[src/rtl/fkc_pkg.sv]
package fkc_pkg;
    localparam int DESC_W  = 32;
    localparam int IDX_W   = 14;
    localparam int RSN_LSB = 14;
    localparam int RSN_W   = 5;

    localparam logic [RSN_W-1:0] RSN_KA_OLD  = 5'h13;
    localparam logic [RSN_W-1:0] RSN_KA_NEW  = 5'h14;
    localparam logic [RSN_W-1:0] RSN_KA_DUP  = 5'h15;
    localparam logic [RSN_W-1:0] RSN_SAMPLE  = 5'h1B;

    typedef enum logic [1:0] {
        KIND_PASS,
        KIND_KEEPALIVE,
        KIND_SAMPLE
    } frame_kind_e;

    typedef enum logic {
        SW_IDLE,
        SW_RUN
    } sweep_state_e;
endpackage

[src/rtl/fkc_desc_decode.sv]
module fkc_desc_decode
    import fkc_pkg::*;
#(
    parameter int SLOT_W = 4
) (
    input  logic [DESC_W-1:0] word,
    output frame_kind_e       kind,
    output logic [SLOT_W-1:0] slot
);
    logic [RSN_W-1:0] reason;
    logic             unused_fields;

    assign reason        = word[RSN_LSB +: RSN_W];
    assign slot          = word[SLOT_W-1:0];
    assign unused_fields = ^{word[DESC_W-1:RSN_LSB+RSN_W], word[IDX_W-1:SLOT_W]};

    always_comb begin
        unique case (reason)
            RSN_KA_OLD, RSN_KA_NEW, RSN_KA_DUP: kind = KIND_KEEPALIVE;
            RSN_SAMPLE:                         kind = KIND_SAMPLE;
            default:                            kind = KIND_PASS;
        endcase
    end
endmodule

[src/rtl/fkc_sweep_fsm.sv]
module fkc_sweep_fsm
    import fkc_pkg::*;
#(
    parameter int DEPTH = 16
) (
    input  logic                     clk,
    input  logic                     rst_n,
    input  logic                     tick,
    output logic                     sweep_en,
    output logic [$clog2(DEPTH)-1:0] sweep_slot
);
    localparam int                SLOT_W = $clog2(DEPTH);
    localparam logic [SLOT_W-1:0] LAST   = SLOT_W'(DEPTH - 1);

    sweep_state_e      state_q, state_d;
    logic [SLOT_W-1:0] ptr_q, ptr_d;
    logic              pend_q, pend_d;

    always_comb begin
        state_d = state_q;
        ptr_d   = ptr_q;
        pend_d  = pend_q;
        unique case (state_q)
            SW_IDLE: begin
                if (tick) begin
                    state_d = SW_RUN;
                    ptr_d   = '0;
                end
            end
            SW_RUN: begin
                if (ptr_q == LAST) begin
                    ptr_d = '0;
                    if (pend_q || tick) begin
                        state_d = SW_RUN;
                        pend_d  = 1'b0;
                    end else begin
                        state_d = SW_IDLE;
                    end
                end else begin
                    ptr_d = SLOT_W'(ptr_q + 1'b1);
                    if (tick) pend_d = 1'b1;
                end
            end
            default: state_d = SW_IDLE;
        endcase
    end

    always_ff @(posedge clk or negedge rst_n) begin
        if (!rst_n) begin
            state_q <= SW_IDLE;
            ptr_q   <= '0;
            pend_q  <= 1'b0;
        end else begin
            state_q <= state_d;
            ptr_q   <= ptr_d;
            pend_q  <= pend_d;
        end
    end

    always_comb begin
        sweep_en   = (state_q == SW_RUN);
        sweep_slot = ptr_q;
    end
endmodule

[src/rtl/fkc_timer_table.sv]
module fkc_timer_table #(
    parameter int DEPTH   = 16,
    parameter int KA_SECS = 30,
    parameter int SLOT_W  = $clog2(DEPTH),
    parameter int TMR_W   = $clog2(KA_SECS + 1)
) (
    input  logic              clk,
    input  logic              rst_n,
    input  logic              set_en,
    input  logic              set_add,
    input  logic [SLOT_W-1:0] set_slot,
    input  logic              ref_en,
    input  logic [SLOT_W-1:0] ref_slot,
    input  logic              sweep_en,
    input  logic [SLOT_W-1:0] sweep_slot,
    input  logic [SLOT_W-1:0] rd_slot,
    output logic              rd_present,
    output logic [TMR_W-1:0]  rd_timer,
    output logic              exp_valid,
    output logic [SLOT_W-1:0] exp_slot,
    output logic [DEPTH-1:0]  live
);
    localparam logic [TMR_W-1:0] RELOAD = TMR_W'(KA_SECS);

    logic [TMR_W-1:0] tmr_q [DEPTH];
    logic [DEPTH-1:0] live_q;
    logic             sweep_hits_zero;

    // Expiry only when neither a flow operation nor a keepalive touches the slot
    assign sweep_hits_zero = sweep_en && live_q[sweep_slot]
                          && (tmr_q[sweep_slot] <= TMR_W'(1))
                          && !(set_en && set_slot == sweep_slot)
                          && !(ref_en && ref_slot == sweep_slot);

    always_ff @(posedge clk or negedge rst_n) begin
        if (!rst_n) begin
            live_q <= '0;
            for (int i = 0; i < DEPTH; i++) tmr_q[i] <= '0;
        end else begin
            for (int i = 0; i < DEPTH; i++) begin
                if (set_en && set_slot == SLOT_W'(i)) begin
                    live_q[i] <= set_add;
                    tmr_q[i]  <= set_add ? RELOAD : '0;
                end else if (ref_en && ref_slot == SLOT_W'(i) && live_q[i]) begin
                    tmr_q[i] <= RELOAD;
                end else if (sweep_en && sweep_slot == SLOT_W'(i) && live_q[i]) begin
                    if (tmr_q[i] <= TMR_W'(1)) begin
                        tmr_q[i]  <= '0;
                        live_q[i] <= 1'b0;
                    end else begin
                        tmr_q[i] <= TMR_W'(tmr_q[i] - 1'b1);
                    end
                end
            end
        end
    end

    always_ff @(posedge clk or negedge rst_n) begin
        if (!rst_n) begin
            exp_valid <= 1'b0;
            exp_slot  <= '0;
        end else begin
            exp_valid <= sweep_hits_zero;
            exp_slot  <= sweep_slot;
        end
    end

    assign rd_present = live_q[rd_slot];
    assign rd_timer   = tmr_q[rd_slot];
    assign live       = live_q;
endmodule

[src/rtl/rx_reason_keepalive.sv]
module rx_reason_keepalive
    import fkc_pkg::*;
#(
    parameter int DEPTH   = 16,
    parameter int KA_SECS = 30,
    localparam int SLOT_W = $clog2(DEPTH),
    localparam int TMR_W  = $clog2(KA_SECS + 1)
) (
    input  logic              clk,
    input  logic              rst_n,
    input  logic              desc_valid,
    output logic              desc_ready,
    input  logic [31:0]       desc_word,
    output logic              dec_valid,
    output logic              dec_deliver,
    input  logic              flow_set_valid,
    input  logic              flow_set_add,
    input  logic [SLOT_W-1:0] flow_set_slot,
    input  logic              sec_tick,
    output logic              exp_valid,
    output logic [SLOT_W-1:0] exp_slot,
    input  logic [SLOT_W-1:0] qry_slot,
    output logic              qry_present,
    output logic [TMR_W-1:0]  qry_timer
);
    frame_kind_e       kind;
    logic [SLOT_W-1:0] desc_slot;
    logic              accept;
    logic              refresh_en;
    logic              sweep_en;
    logic [SLOT_W-1:0] sweep_slot;
    logic [DEPTH-1:0]  slot_live;
    logic              ready_q;

    fkc_desc_decode #(.SLOT_W(SLOT_W)) u_dec (
        .word (desc_word),
        .kind (kind),
        .slot (desc_slot)
    );

    assign accept     = desc_valid && ready_q;
    assign refresh_en = accept && (kind == KIND_KEEPALIVE);

    fkc_sweep_fsm #(.DEPTH(DEPTH)) u_fsm (
        .clk        (clk),
        .rst_n      (rst_n),
        .tick       (sec_tick),
        .sweep_en   (sweep_en),
        .sweep_slot (sweep_slot)
    );

    fkc_timer_table #(
        .DEPTH   (DEPTH),
        .KA_SECS (KA_SECS),
        .SLOT_W  (SLOT_W),
        .TMR_W   (TMR_W)
    ) u_tab (
        .clk        (clk),
        .rst_n      (rst_n),
        .set_en     (flow_set_valid),
        .set_add    (flow_set_add),
        .set_slot   (flow_set_slot),
        .ref_en     (refresh_en),
        .ref_slot   (desc_slot),
        .sweep_en   (sweep_en),
        .sweep_slot (sweep_slot),
        .rd_slot    (qry_slot),
        .rd_present (qry_present),
        .rd_timer   (qry_timer),
        .exp_valid  (exp_valid),
        .exp_slot   (exp_slot),
        .live       (slot_live)
    );

    always_ff @(posedge clk or negedge rst_n) begin
        if (!rst_n) begin
            ready_q     <= 1'b0;
            dec_valid   <= 1'b0;
            dec_deliver <= 1'b0;
        end else begin
            ready_q     <= 1'b1;
            dec_valid   <= accept;
            dec_deliver <= (kind == KIND_PASS);
        end
    end

    assign desc_ready = ready_q;
endmodule

[config.mk]
export PLATFORM = sky130hd
export DESIGN_NAME = rx_reason_keepalive
export DESIGN_NICKNAME = d
export VERILOG_FILES = /design/src/rtl/fkc_pkg.sv /design/src/rtl/fkc_desc_decode.sv /design/src/rtl/fkc_sweep_fsm.sv /design/src/rtl/fkc_timer_table.sv /design/src/rtl/rx_reason_keepalive.sv
export SDC_FILE = /design/constraint.sdc
export NUM_CORES = 1
export LEC_CHECK = 0
export BUFFER_PORTS_ARGS = -buffer_cell sky130_fd_sc_hd__buf_2
export CORE_ASPECT_RATIO = 0.7
export CORE_UTILIZATION = 62
export DETAILED_ROUTE_END_ITERATION = 16
export PLACE_DENSITY = 0.82
export SLEW_MARGIN = 20
export SYNTH_ARGS = -nofsm -noshare
export SYNTH_HDL_FRONTEND = slang
export SYNTH_SLANG_ARGS = --single-unit
[constraint.sdc]
create_clock -name clk -period 2.6 [get_ports clk]
set_input_delay 0 -clock clk [delete_from_list [all_inputs] [get_ports clk]]
set_output_delay 0 -clock clk [all_outputs]
set_load 0.005 [all_outputs]
==> impl_metrics.csv, run 1 <==
group,metric,value,unit
pwr,p_per_area,924,mW/mm^2
synthesis,synth_compound_area_share,23.4,%
clock_network,cts_tree,"yes",
drt,totalWireLength,24000,um
drt,detail-route-antenna-nets,0,
drt,highest_layer,"met5",
synthesis,synth_area_leaders,"dfrtp_1, mux4_2, ha_1, nor2_1, nor3_1",
die,core,0.0127,mm^2
pwr,leakagePower,3.58,nW
worst_setup_path,arrival,2.51,ns
synthesis,synth_xor_area_share,1.07,%
clock_network,clock_tree.htree_level_count,3,
synthesis,synth_warnings,0,
clock_network,cts_resized,0,
die,num_io_pins,60,
worst_setup_path,cp-end-kind,"flop",
worst_setup_path,slowest_delay,0.42,ns
place,hpwlAfterDp,17600,um
sta,period_needed,2.29,ns
synthesis,ys.flop_type,"dfrtp_1",
die,rows,34,
clock_network,cts.sinks,110,
finish,drive_gt1_share,14.2,%
synthesis,async_flop_share,100,%
sta,finClkSkew,0.00848,ns
sta,fmax,0.437,GHz
synthesis,syn_inst,920,
clock_network,clock_path_buffers,2,
run,max-cap-violations,0,
worst_setup_path,crit_family,"simple AND/OR/NAND/NOR gates",
pwr,ir_worst_vdd,0.531,mV
global_routing,grt_pass1_wl,38600,um
finish,nNetsFinal,1035,
drt,wl_met1,10100,um
synthesis,synth_area_per_cell,8.94,um^2
global_routing,grt_pass1_vias,7209,
drt,vias,7917,
drt,met2WireLength,10200,um
synthesis,yosysSeqAreaShare,33.5,%
min_path,hold_path.class,"in2reg",
worst_setup_path,path_class,"reg2reg",
run_status,status,"completed",
synthesis,synth_fa_ha_area_share,5.48,%
clock_network,cts-buffers-inserted,9,
clock_network,cts-root-buf,"clkbuf_16",
sta,fin_crit_sh,88.0,%
global_routing,grt_use_total,36.1,%
sta,hold_violations,0,
global_routing,grt_max_degree,47,
synthesis,synthMuxAreaShare,9.68,%
finish,area_delta_synth_final,9.00,%
synthesis,synth_edf_count,0,
synthesis,synth_top_cell_area_share,33.5,%
synthesis,synth_seq_cells,110,
synthesis,synth_top_cell_by_area,"dfrtp_1",
sta,finalMaxSlewViolations,0,
die,chipWidth,140,um
die,start_util,64.8,%
drt,route.met3.wl,3230,um
place,place.gp.congestion,0.969,
drt,first_iter_violations,873,
place,portBuffers,36,
die,dieArea,0.0137,mm^2
synthesis,syn_area,0.00822,mm^2
worst_setup_path,crit_buf_inv,1,
die,die_h,98.3,um
drt,vias_per_cell,7.07,
synthesis,synth_top_family_by_area,"compound AO/OA/AOI/OAI gates",
worst_setup_path,start_kind,"flop",
worst_setup_path,crit_slowest_cell,"dfrtp_1",
worst_setup_path,path_cells,"inv_1 -> ha_1 -> and2_1 -> nand3_1 -> a21boi_0 -> o41ai_1 -> a22oi_1",
drt,dr.pass1.iters,6,
synthesis,synth_cell_type_count,84,
sta,slew_headroom,43.5,%
finish,diodes,0,
clock_network,insertion_delay,0.36,ns
sta,rsz0062_at_grt,"false",
sta,worst_pin_slew,0.847,ns
sta,fin_tns_setup,0,ns
worst_setup_path,required,2.82,ns
clock_network,cts.clk_slew.worst_paths,0.07,ns
sta,setup-violations-final,0,
global_routing,antenna_found_initial,1,
global_routing,grt-ovfl-total,0,
synthesis,yosysMostFrequentCell,"dfrtp_1",
pwr,power,0.00828,W
drt,drc,0,
worst_setup_path,cp_max_fo,8,
synthesis,synthTopCellsByCount,"dfrtp_1, nor2_1, nand2_1",
synthesis,yosys.area_share.simple,22.6,%
drt,routedWlPerCell,21.5,um
synthesis,synth_fp_nets,1002,
worst reg2reg max path, stage by stage (launching register included):
cell      delay (ns)
dfrtp_1         0.42
inv_1           0.19
ha_1            0.17
and2_1          0.35
nand3_1         0.35
a21boi_0        0.24
o41ai_1         0.29
a22oi_1         0.14
worst paths after layout:
check / from / end / slack (ns) / cells after the start
worst max-delay path: u_fsm.sweep_slot[1] / u_tab.tmr_q[58] / 0.31 / 7
max in group asynchronous: rst_n / u_tab.tmr_q[11] / 1.68 / 3
worst min-delay path: flow_set_valid / u_tab.exp_valid / 0.14 / 4
worst max register to register: u_fsm.sweep_slot[1] / u_tab.tmr_q[58] / 0.31 / 7
min in group asynchronous: rst_n / u_tab.tmr_q[62] / 0.20 / 2
worst min register to register: u_fsm.pend_q / u_fsm.sweep_en / 0.52 / 2
power by group:
part	total (W)	switching (W)	internal [W]
logic	0.00355	0.00199	0.00155
registers	0.00326	0.000964	0.00230
clock network	0.00147	0.000666	0.000805
flip-flops by register name, summed over array words and instances (netlist names):
| register | count |
|---|---|
| u_tab.tmr_q | 80 |
| dec_deliver | 1 |
| u_tab.exp_valid | 1 |
| u_tab.exp_slot | 4 |
| u_fsm.sweep_slot | 4 |
| u_fsm.sweep_en | 1 |
| u_tab.live | 16 |
| dec_valid | 1 |
| u_fsm.pend_q | 1 |
| desc_ready | 1 |
cells in the final DEF, fill, tap and decap left out, types with 8 or more instances in the layout:
master     instances
nand2b_1          14
mux4_2            30
clkbuf_16          9
o31ai_1            8
o2bb2ai_1         12
nor2_1            83
a211oi_1          11
xor2_1             8
nand3_1           42
a21oi_1           37
o22ai_1           21
o21a_1             9
nand4_1           11
mux2_2             8
and3_1            10
a31oi_1           33
nor3_1            51
o21ai_1           10
inv_1             52
a21o_1             8
buf_4             18
a221oi_1           9
nor4_1             9
nor2b_1           15
dfrtp_1          110
ha_1              36
nand2_1           60
o21ai_0           50
buf_2             35
and2_1            11
layout make-up:
type | instances | area [um^2]
Clock buffer | 12 | 256
Clock inverter | 4 | 53.8
Fill cell | 977 | 3720
Inverter | 53 | 199
Multi-Input combinational cell | 720 | 5110
Sequential cell | 110 | 2750
Tap cell | 162 | 203
Timing Repair Buffer | 59 | 380
logic make-up after synthesis:
family	count (synthesis)
AO/OA/AOI/OAI	275
AND/OR/NAND/NOR	357
other	1
multiplexers	41
XOR/XNOR	10
adder cells (fa/ha/maj)	36
buffers and inverters	90
flip-flops	110
per-layer routing:
layer  up-vias  track usage (%)
li1       3559                -
met1      3759             51.2
met2       539             52.6
met3        58             11.8
met4         2             11.2
met5         -                0
metrics by stage:
stage	area, um^2	cells	util, %	hold slack (ns)	worst slack [ns]
after CTS	8960	1120	70.7	0.0973	0.399
after floorplan	8220	920	-	-0.296	0.503
after detailed placement	8600	1099	67.8	0.0608	0.419
after global placement	8600	1099	67.8	0.0633	0.441
after global routing	8960	1120	70.7	0.132	0.182
final	8960	1120	70.7	0.144	0.313
what timing repair did:
item / CTS / global route
endpoints found under the hold margin: 48 / 0
hold buffers: 5 / 0
endpoints found under the setup margin: 0 / 0
buffers inserted: 0 / 0
(Power assumes the default switching activity.)
==> run 2: changes to the inputs <==
--- a/config.mk
+++ b/config.mk
@@ -5,11 +5,11 @@
 export SDC_FILE = /design/constraint.sdc
 export NUM_CORES = 1
 export LEC_CHECK = 0
-export BUFFER_PORTS_ARGS = -buffer_cell sky130_fd_sc_hd__buf_2
 export CORE_ASPECT_RATIO = 0.7
-export CORE_UTILIZATION = 62
+export CORE_UTILIZATION = 65
 export DETAILED_ROUTE_END_ITERATION = 16
-export PLACE_DENSITY = 0.82
+export DONT_BUFFER_PORTS = 1
+export PLACE_DENSITY = 0.81
 export SLEW_MARGIN = 20
 export SYNTH_ARGS = -nofsm -noshare
 export SYNTH_HDL_FRONTEND = slang
==> run 2 against run 1 <==
Effect of this change: sequential power up 2%; non-clock buffer count down 32; sequential share of layout area up 0.46 points; first-iteration DRC count up 21%; register-to-register slack worse by 0.16 ns; critical path depth down 1; cell area down 1.5%; combinational power down 3%; via count up 2.3%; count of clock-buffer cells in the layout down 1; flip-flop and latch count unchanged; critical path type unchanged; largest power group unchanged.
==> impl_metrics.csv, run 2 (synthesized netlist as in run 1, its figures left out) <==
group,metric,value,unit
run_status,status,"completed",
place,portBuffers,0,
finish,final_common_cell,"dfrtp_1",
die,num_io_pins,60,
drt,vias_per_cell,7.47,
global_routing,grt_pass1_wl,40800,um
drt,dr.pass1.iters,6,
worst_setup_path,path_class,"reg2reg",
clock_network,cts-buffers-inserted,9,
sta,fmax,0.408,GHz
sta,finalMaxSlewViolations,0,
clock_network,cts_hold_buf,14,
worst_setup_path,cp-end-kind,"flop",
finish,nNetsFinal,1003,
pwr,p_per_area,929,mW/mm^2
clock_network,insertion_delay,0.36,ns
sta,fin_crit_sh,94.2,%
clock_network,cts.clk_slew.worst_paths,0.08,ns
sta,fin_ws,0.151,ns
clock_network,postCtsSetupBuffers,0,
global_routing,antenna_found_initial,1,
sta,rsz0062_at_grt,"false",
pwr,ir_worst_vdd,0.603,mV
global_routing,grt_pass1_vias,7466,
worst_setup_path,crit_family,"simple AND/OR/NAND/NOR gates",
min_path,hold_path.class,"in2reg",
die,rows,33,
place,placed_area,0.00835,mm^2
sta,slew_headroom,45.4,%
clock_network,cts_resized,0,
clock_network,cts_tree,"yes",
clock_network,clock_tree.htree_level_count,3,
worst_setup_path,cp_max_fo,9,
die,dieArea,0.0131,mm^2
worst_setup_path,required,2.88,ns
sta,finClkSkew,0.00747,ns
clock_network,clock_path_buffers,2,
finish,final_cell_mix,"dfrtp_1, nor2_1, nand2_1, inv_1, nor3_1",
run,max-cap-violations,0,
place,hpwlAfterDp,18100,um
clock_network,cts.sinks,110,
worst_setup_path,arrival,2.73,ns
die,core,0.0120,mm^2
worst_setup_path,crit_slowest_cell,"dfrtp_1",
drt,vias,8098,
place,place.gp.congestion,0.961,
worst_setup_path,slowest_delay,0.57,ns
pwr,leakagePower,3.45,nW
die,start_util,68.4,%
global_routing,grt_use_total,41.3,%
drt,detail-route-antenna-nets,0,
finish,largest_reg_flops,80,
sta,hold_violations,0,
global_routing,grt-ovfl-total,0,
worst_setup_path,crit_buf_inv,0,
sta,timing.hold.ws,0.0202,ns
die,chipWidth,136,um
finish,area_delta_synth_final,7.38,%
worst_setup_path,start_kind,"flop",
drt,first_iter_violations,1056,
finish,regMostFlops,"u_tab.tmr_q",
clock_network,cts-root-buf,"clkbuf_16",
drt,drc,0,
finish,drive_gt1_share,10.2,%
sta,fin_tns_setup,0,ns
global_routing,grt_max_degree,111,
drt,totalWireLength,25800,um
worst_setup_path,path_cells,"ha_1 -> and2_0 -> nand3_1 -> a211oi_1 -> a21oi_1 -> o22ai_1",
die,die_h,96.1,um
sta,setup-violations-final,0,
place,dp_slack,0.280,ns
sta,worst_pin_slew,0.817,ns
sta,period_needed,2.45,ns
drt,routedWlPerCell,23.8,um
finish,final_cell_area,0.00883,mm^2
-- run 2: area by class of cell --
class	instances	area [um^2]
timing repair buffer	27	270
tap	157	196
inverter	53	199
clock buffer	11	233
clock inverter	5	58.8
sequential	110	2750
fill	876	3190
antenna	1	2.50
multi-input combinational	720	5110
-- run 2: tightest hold or removal path, stage by stage --
cell and delay [ns]:
a2111oi_4 0.06, nand2_1 0.09, a21oi_1 0.07, o22ai_1 0.12
-- run 2: power breakdown --
part           internal, W  total (W)  switching [W]
combinational      0.00148    0.00345        0.00197
clock             0.000752    0.00143       0.000675
sequential         0.00230    0.00333        0.00103
total              0.00453    0.00820        0.00368
-- run 2: final timing paths --
path | depth (start not counted) | slack [ns] | from | end
setup / recovery | 6 | 0.15 | u_fsm.sweep_slot[1] | u_tab.tmr_q[64]
hold / removal | 4 | 0.02 | desc_word[3] | u_tab.tmr_q[74]
setup reg to reg | 6 | 0.15 | u_fsm.sweep_slot[1] | u_tab.tmr_q[64]
hold reg to reg | 2 | 0.52 | u_fsm.pend_q | u_fsm.sweep_en
max in group asynchronous | 2 | 1.93 | rst_n | u_tab.live[11]
min in group asynchronous | 2 | 0.27 | rst_n | u_tab.tmr_q[42]
-- run 2: routing by layer --
layer	global-route usage (%)	routed length, um	vias up
li1	-	-	3482
met1	56.6	9960	3891
met2	62.0	11200	621
met4	14.4	956	0
met3	12.6	3740	104
met5	0	0	-
-- run 2: through the flow --
step	instances	utilization (%)	total power, W
2_1_floorplan	920	-	0.00547
3_3_place_gp	1051	69.5	0.00632
3_5_place_dp	1051	69.5	0.00653
4_1_cts	1081	73.1	0.00799
5_1_grt	1083	73.4	0.00865
6_report	1084	73.5	0.00820
